## src/rtl/cef_pkg.sv

```systemverilog
package cef_pkg;
  localparam int unsigned CEF_DEF_LOW_CYCLES = 8;
  localparam int unsigned CEF_SYNC_STAGES    = 2;
endpackage

```

## src/rtl/cef_sync.sv

```systemverilog
module cef_sync #(
  parameter int unsigned STAGES = 2
) (
  input  logic clk,
  input  logic rst_n,
  input  logic d_in,
  output logic q_out
);
  logic [STAGES-1:0] chain_q;

  generate
    for (genvar g = 0; g < STAGES; g++) begin : g_stage
      if (g == 0) begin : g_first
        always_ff @(posedge clk or negedge rst_n) begin
          if (!rst_n) chain_q[g] <= 1'b1;
          else        chain_q[g] <= d_in;
        end
      end else begin : g_next
        always_ff @(posedge clk or negedge rst_n) begin
          if (!rst_n) chain_q[g] <= 1'b1;
          else        chain_q[g] <= chain_q[g-1];
        end
      end
    end
  endgenerate

  assign q_out = chain_q[STAGES-1];
endmodule

```

## src/rtl/cef_low_timer.sv

```systemverilog
module cef_low_timer #(
  parameter int unsigned LOW_CYCLES = 8,
  localparam int unsigned CW = $clog2(LOW_CYCLES + 1)
) (
  input  logic          clk,
  input  logic          rst_n,
  input  logic          sync_n,
  output logic          qual,
  output logic [CW-1:0] low_cnt
);
  localparam logic [CW-1:0] LIMIT  = CW'(LOW_CYCLES);
  localparam logic [CW-1:0] PRELIM = CW'(LOW_CYCLES - 1);

  always_ff @(posedge clk or negedge rst_n) begin
    if (!rst_n) begin
      low_cnt <= '0;
      qual    <= 1'b0;
    end else if (sync_n) begin
      low_cnt <= '0;
      qual    <= 1'b0;
    end else begin
      if (low_cnt != LIMIT) low_cnt <= low_cnt + 1'b1;
      qual <= (low_cnt >= PRELIM);
    end
  end

  AST_QUAL_NEEDS_LOW: assert property (@(posedge clk) disable iff (!rst_n)
    qual |-> !$past(sync_n));
  AST_QUAL_HOLDS: assert property (@(posedge clk) disable iff (!rst_n)
    (qual && !sync_n) |=> qual);
endmodule

```

## src/rtl/ce_glitch_filter.sv

```systemverilog
module ce_glitch_filter #(
  parameter int unsigned LOW_CYCLES = cef_pkg::CEF_DEF_LOW_CYCLES
) (
  input  logic clk,
  input  logic rst_n,
  input  logic ce_raw_n,
  output logic ce_filt_n
);
  localparam int unsigned CW = $clog2(LOW_CYCLES + 1);

  logic          sync_n;
  logic          qual;
  logic [CW-1:0] low_cnt;

  cef_sync #(.STAGES(cef_pkg::CEF_SYNC_STAGES)) u_sync (
    .clk   (clk),
    .rst_n (rst_n),
    .d_in  (ce_raw_n),
    .q_out (sync_n)
  );

  cef_low_timer #(.LOW_CYCLES(LOW_CYCLES)) u_timer (
    .clk     (clk),
    .rst_n   (rst_n),
    .sync_n  (sync_n),
    .qual    (qual),
    .low_cnt (low_cnt)
  );

  // Release bypasses the synchroniser: raw high forces the output inactive.
  assign ce_filt_n = ce_raw_n | ~qual;

  AST_RESET_QUIET: assert property (@(posedge clk) disable iff (!rst_n)
    $rose(rst_n) |-> ce_filt_n);
  AST_CNT_CLEARED: assert property (@(posedge clk) disable iff (!rst_n)
    sync_n |=> (low_cnt == '0));
  AST_FALL_AFTER_FULL_COUNT: assert property (@(posedge clk) disable iff (!rst_n)
    $fell(ce_filt_n) |-> (low_cnt == CW'(LOW_CYCLES)));
endmodule

```

## config.mk

```make
export PLATFORM = sky130hd
export DESIGN_NAME = ce_glitch_filter
export DESIGN_NICKNAME = d
export VERILOG_FILES = /design/src/rtl/cef_pkg.sv /design/src/rtl/cef_sync.sv /design/src/rtl/cef_low_timer.sv /design/src/rtl/ce_glitch_filter.sv
export SDC_FILE = /design/constraint.sdc
export NUM_CORES = 1
export LEC_CHECK = 0
export ABC_AREA = 1
export BUFFER_PORTS_ARGS = -buffer_cell sky130_fd_sc_hd__clkbuf_2
export CAP_MARGIN = 20
export CORE_AREA = 4 4 41 43
export CTS_CLUSTER_SIZE = 30
export DETAILED_ROUTE_END_ITERATION = 12
export DIE_AREA = 0 0 45 47
export HOLD_SLACK_MARGIN = 0.05
export PLACE_DENSITY = 0.51
export SLEW_MARGIN = 20
export SYNTH_ARGS = -nofsm -noshare
export SYNTH_HDL_FRONTEND = slang
export SYNTH_SLANG_ARGS = --single-unit
```

## constraint.sdc

```tcl
create_clock -name clk -period 0.88 [get_ports clk]
set_input_delay 0.044 -clock clk [delete_from_list [all_inputs] [get_ports clk]]
set_output_delay 0.044 -clock clk [all_outputs]
set_load 0.02 [all_outputs]
```

==> results.txt, run 1 <==
- Number of buffers inserted by port buffering: 3
- Along the worst path, the maximum fanout reaches 3.
- Critical R2R Launch: u_timer.low_cnt[0]$_DFFE_PN0P_
- In this run the vertical extent of the chip is 47 µm.
- Residual overflow from global routing: 0
- Critical path class: flip-flop to flip-flop
- Number of global-route vias before repair: 254
- Violated checks: setup timing
* Ys Warns: 0
* Routability congestion estimate from global placement: 0.685
* Largest vdd supply drop: 0.000772 V
- Commonest non-fill, non-tap cell in the layout: nand2_1
* Slew @ Worst Pin: 0.243 ns
* R2r worst-path depth: 6
- The synthesized netlist occupies a cell area of 323 µm².
- Row generation in the floorplan step produced 13 rows.
- Ports placed on the boundary: 4
- The floorplan step defined a core boundary enclosing 1300 µm².
- Clock slew at the register clock pins of the worst setup and hold paths: 0.05 ns
* Post-synthesis share of cell area spent on xor and xnor gates: 2.71%
- Simple-Gate Fraction of Synth Area: 23.3%
* Relative slew slack: 83.8%
* Total power per unit cell area: 1650 nW/µm²
- 0 antenna diodes ended up in the layout.
* Critical path depth: 6
- Largest incremental delay on the critical path: 0.40 ns
- First-pass GRT wire length: 966 µm
- Before antenna repair, the detailed router went through 2 iterations.
* Inserted Clock Buffers: 3
- Ranked by total cell area, the synthesized netlist is headed by dfrtp_1, dfstp_2, nand2_1, ha_1, nand3_1.
- Once routing completed, OpenROAD measured the worst setup slack at -0.0651 ns.
* Fraction of the mapped netlist area in compound gates: 3.10%
- OpenSTA, run right after detailed placement, puts the worst setup slack at -0.166 ns.
* Sequential share of the synthesized area: 55.0%
* CP cell instances: inv_2, ha_4, inv_2, nor2_4, nand3_1, nand2_1
* CP delay by family, top: flip-flops
- Synthesized net count: 40
* Global routing usage summed across all routing layers: 7.16%
- In this run, distinct cell masters in the synthesized netlist total 13.
* Data arrival at the endpoint of the critical path: 1.14 ns
* Vias: 265
* Area Overhead vs Synth: 44.6%
- For the worst setup path, the data required time is 1.07 ns.
* Cell taking the most area after synthesis: dfrtp_1
- Commonest cells after routing, fill and taps aside: nand2_1, nand3_1, buf_4, dfrtp_1, inv_2
- The floorplan step set the die width to 45 µm.
- Most frequent CP cell: inv_2
* # Max-Cap Violations: 0
* Number of register bits inferred by synthesis: 7
- The later pin in the worst-skew pair is clocked with a latency of 0.25 ns.
- TritonCTS built the clock tree.
- Multiplexer share of the synthesized area: 0%
- Antenna violations before repair: 0
- Final Cycle Share: 107%
- In this run the worst setup path terminates at u_timer.low_cnt[0]$_DFFE_PN0P_.
- In the routed layout, each cell is associated on average with a via count of 4.14.
- Setup TNS after final layout: -0.219 ns
* Outcome: finished with violations
- Clk root buf: clkbuf_4
- WL/cell: 8.97 µm
- Worst setup path startpoint: u_timer.low_cnt[0]$_DFFE_PN0P_
* Master of the slowest instance on the critical path: dfrtp_1
- No sink is reached through more buffers than the 2 on the longest clock path.
- Terminus of the critical flop-to-flop path: u_timer.low_cnt[0]$_DFFE_PN0P_
- Startpoint types: flip-flop
* Initial Utilization: 24.8%
- The setup check on the worst reg-to-reg path leaves a slack of -0.07 ns.
* Die area: 2120 µm²
- In the routed design, unresolved DRC markers number 0.
* Final nets: 55
- Summed over all cells, the static leakage comes to 0.000226 µW.
* Top cell type's share of synthesized area: 38.8%
- Final hold violations: 0
- Detailed routing placed a total of 40 µm of wire on met3.
- In the final layout, the share of cells above drive strength 1 is 42.9%.
- Post-detailed-placement half-perimeter wirelength: 398 µm
* Minimum clock period after layout: 0.945 ns
- After synthesis, the largest family of logic cells by area is simple AND/OR/NAND/NOR gates.
* Post-DRT Antenna Nets: 0
* Post-synthesis average cell area: 9.22 µm²
- Clock H-tree levels: 1
* Post-synthesis instance total: 35
- Starting DRT DRC Count: 3
- Of the total synthesized cell area, the portion taken by full adders, half adders and majority gates is 7.75%.
- The tightest hold path in the finished design has a slack of 0.152 ns.
- Together, buffers and inverters on the worst path number 2.
* Num Clock Sinks: 7
* Maximum operating frequency: 1.06 GHz
- Wires add up to 574 µm.
* Highest routing layer actually used: met4
- Hold WC Path Type: input port to asynchronous set/reset pin
- After detailed routing, the met2 layer carries 278 µm of wire.
- The detailed router put a total of 250 µm of wire on met1.
* Final worst clock skew: 0.00259 ns
- Setup violations remaining at the end of the flow were counted as 4.
- Setup repair after global routing could not meet its margin everywhere.
* Capturing element type of the critical path: flip-flop
- Max-slew violation total from the final report: 0
- Entering global routing, the biggest net connects 8 pins.
-- synthesized netlist by cell type, drive strengths merged --
library cell	n
dfstp	2
nand3	6
nor2	3
a21oi	1
inv	7
ha	2
xnor2	1
nand2	7
o21ai	1
dfrtp	5
-- metal layers --
layer,up-vias,global-route usage (%)
met5,-,0
met4,0,5.26
met3,2,5.75
met2,4,11.3
met1,122,6.03
li1,137,-
-- registers in the layout (all words and copies together) (netlist names) --
name and cells:
u_sync.q_out 1, u_sync.chain_q 1, u_timer.qual 1, u_timer.low_cnt 4
-- worst reg2reg max path, stage by stage (launching register included) --
cell,delay [ns]
dfrtp_1,0.40
inv_2,0.08
ha_4,0.13
inv_2,0.04
nor2_4,0.08
nand3_1,0.09
nand2_1,0.06
-- worst min path at each step --
stage	cells past startpoint	from	end	slack, ns
finish	2	rst_n	u_timer.qual$_DFF_PN0_	0.15
global route	2	rst_n	u_timer.low_cnt[1]$_DFFE_PN0P_	0.16
CTS	2	rst_n	u_timer.qual$_DFF_PN0_	0.16
detailed placement	1	rst_n	u_timer.low_cnt[0]$_DFFE_PN0P_	-0.11
global placement	1	rst_n	u_timer.low_cnt[0]$_DFFE_PN0P_	-0.11
floorplan	0	rst_n	u_timer.low_cnt[0]$_DFFE_PN0P_	-0.25
-- repair_timing --
action                     4_1_cts  5_1_grt
pin swaps                        5        1
resized for setup                6        3
setup endpoints to repair        4        6
hold buffers                     2        0
hold endpoints to repair         8        0
setup buffers                    1        1
-- cell type report --
class | instances | area [µm²]
inverters | 7 | 26.3
clock buffers | 4 | 26.3
fillers | 147 | 835
well taps | 15 | 18.8
flip-flops and latches | 7 | 178
repair buffers | 10 | 78.8
multi-input cells | 21 | 139
-- stage by stage --
step                      instance area (µm²)  total power (µW)  instances  utilization [%]
after floorplan                           325               406         35                -
after global placement                    382               442         56             29.3
after detailed placement                  382               443         56             29.3
after CTS                                 450               771         63             34.6
after global routing                      467               821         64             35.9
final                                     467               772         64             35.9
-- where the power goes --
group	total [µW]	internal (µW)	switching (µW)
Clock	296	173	122
Sequential	360	343	17.4
Combinational	116	63.5	52.5
-- cells by family (layout without fill, tap and decap cells) --
group	Yosys count	in the layout
AOI/OAI and AO/OA	2	2
xor gates and xnor gates	1	1
adders and majority gates	2	2
buffers and inverters	7	21
DFF	7	7
and+or+nand+nor	16	16
Power figures use the tool's default switching activity.
==> run 2: changes to the inputs <==
Settings changed: TNS_END_PERCENT set to 50.
==> run 2 against run 1 <==
Effect of this change:
- clock-buffer cell count did not move
- clock power fell by 2%
- hold slack improved by 0.026 ns
- maximum frequency decreased by 5.9%
- utilization is 0.38 points higher
- register-to-register slack worse by 0.06 ns
- worst setup slack worse by 0.059 ns
- global-route usage up 1.4 points
- critical path depth did not move
- the flow still finishes with violations (setup timing)
- first-iteration DRC count grew 67%
- flip-flop and latch count stayed put
- clock skew is 0.0040 ns higher
==> results.txt, run 2 (same netlist as run 1, synthesis figures left out) <==
* Largest register by flop count: u_timer.low_cnt
* Relative slew slack: 84.1%
- TritonCTS built the clock tree.
* Num Clock Sinks: 7
- Terminus of the critical flop-to-flop path: u_timer.low_cnt[0]$_DFFE_PN0P_
- For the final database, setup skew stands at 0.00661 ns.
* Maximum number of pins on one net before global-route repair: 8
- The cell sitting at the root of the clock tree is a clkbuf_4.
- The via count of the first global-routing pass came to 289.
* Hold WC Path Type: input port to asynchronous set/reset pin
- At the pin with the least slew margin, the transition time is 0.238 ns.
- Static timing analysis puts the maximum clock frequency at 0.996 GHz.
- STA classifies the critical path startpoint as a flip-flop.
- The later pin in the worst-skew pair is clocked with a latency of 0.25 ns.
- Critical path fanouts, max: 4
- Capturing element type of the critical path: flip-flop
- In the routed design, unresolved DRC markers number 0.
- Dpl ws: -0.171 ns
- Starting DRT DRC Count: 5
* Clock H-tree levels: 1
* Data arrival at the endpoint of the critical path: 1.14 ns
- Count of antenna diodes in the layout: 0
* Post-detailed-placement half-perimeter wirelength: 418 µm
- Routability congestion estimate from global placement: 0.819
- For the finished layout, the period the worst path requires is 1.00 ns.
- Final setup violating endpoints: 4
- Ports placed on the boundary: 4
- Residual overflow from global routing: 0
- Data required time at the worst endpoint: 1.02 ns
* Final critical-path setup slack: -0.124 ns
- Global routing usage summed across all routing layers: 8.60%
- WL/cell: 11.4 µm
- The register with the most flip-flops in the layout has 4 of them.
- RSZ-0062 raised after global routing: yes
- Critical path class: flip-flop to flip-flop
* R2r worst-path depth: 6
- Clock slew at the register clock pins of the worst setup and hold paths: 0.05 ns
- Worst setup path startpoint: u_timer.low_cnt[1]$_DFFE_PN0P_
- Summed over all layers, the routed wires come to 704 µm.
- The tool flagged a number of max-cap violations equal to 0.
- Cell row count: 13
* Commonest cells after routing, fill and taps aside: nand2_1, dfrtp_1, inv_2
* First-pass GRT wire length: 1190 µm
- The count of pins over their slew limit is 0.
* Number of vias per cell after detailed routing: 4.19
- Number of buffers inserted by port buffering: 3
* Number of detailed-routing iterations run before antenna repair: 4
- Critical R2R Launch: u_timer.low_cnt[1]$_DFFE_PN0P_
* Die Width: 45 µm
- Post-DRT Antenna Nets: 0
* Die height: 47 µm
- Register-to-Register Setup Slack: -0.12 ns
- The final route contains 260 vias.
- Violated checks: setup timing
- Core Region: 1300 µm²
- The initial antenna violation count is 0.
* Die area: 2120 µm²
- Once layout is done, the placed cells without fillers occupy 472 µm².
- In the final layout, the share of cells above drive strength 1 is 46.8%.
- P_leak: 0.000218 µW
* Outcome: finished with violations
- At the end of the flow, the number of nets in the layout was 53.
- Final Cycle Share: 114%
- Dividing total power by cell area gives a power density of 1640 nW/µm².
* Instance area after placement: 359 µm²
- Once the floorplan was initialized, standard cells occupied 24.8% of the core.
- The number of hold violations in the final report came to 0.
- The number of clock buffers added by TritonCTS is 3.
* Commonest non-fill, non-tap cell in the layout: nand2_1
- Area Overhead vs Synth: 46.1%
* Largest vdd supply drop: 0.000798 V
- The clock passes through at most 2 buffers.
-- run 2: stage by stage --
step / hold WS (ns) / std cells / total power, µW / setup TNS, ns / utilization, %
after floorplan: -0.252 / 35 / 406 / -0.210 / -
after global placement: -0.115 / 53 / 427 / -0.449 / 27.6
after detailed placement: -0.111 / 53 / 429 / -0.460 / 27.6
after CTS: 0.153 / 61 / 780 / -0.263 / 34.8
after global routing: 0.186 / 62 / 836 / -0.627 / 36.3
final: 0.178 / 62 / 774 / -0.356 / 36.3
-- run 2: final cells by class --
| cell class | count | area (µm²) |
|---|---|---|
| tap | 15 | 18.8 |
| inverter | 7 | 26.3 |
| sequential | 7 | 178 |
| timing repair buffer | 8 | 63.8 |
| multi-input combinational | 21 | 159 |
| fill | 145 | 830 |
| clock buffer | 4 | 26.3 |
-- run 2: repair_timing --
action                                  CTS  global route
cloned                                    0             0
pin swaps                                 5             2
buffers inserted                          2             1
gates resized for setup                   9             4
hold endpoints to repair                  8             0
hold buffers                              2             0
endpoints found under the setup margin    4             6
-- run 2: how the worst max path moves through the flow --
stage / end / slack, ns
after floorplan: u_timer.low_cnt[0]$_DFFE_PN0P_ / -0.09
after global placement: u_timer.low_cnt[1]$_DFFE_PN0P_ / -0.17
after detailed placement: u_timer.low_cnt[0]$_DFFE_PN0P_ / -0.17
after CTS: u_timer.low_cnt[0]$_DFFE_PN0P_ / -0.09
after global routing: u_timer.low_cnt[0]$_DFFE_PN0P_ / -0.17
final: u_timer.low_cnt[0]$_DFFE_PN0P_ / -0.12
-- run 2: report_power, final --
group          total (µW)  internal (µW)  switching (µW)
Combinational         122           62.1            60.2
Sequential            362            343            19.1
Clock                 290            173             117
-- run 2: critical path, cell delays in order (launching register included) --
cell and delay [ns]:
dfrtp_1 0.41, inv_2 0.06, ha_4 0.17, inv_2 0.06, nor2_4 0.03, nand3_1 0.08
nand2_1 0.07
-- run 2: routing by layer --
layer	GRT usage (%)	routed length (µm)	part of all wire (%)	vias to the layer above
met4	10.5	18	2.6	0
met2	13.8	387	55	6
met5	0	0	0	-
li1	-	-	-	133
met1	7.67	262	37	119
met3	3.07	35	5.0	2
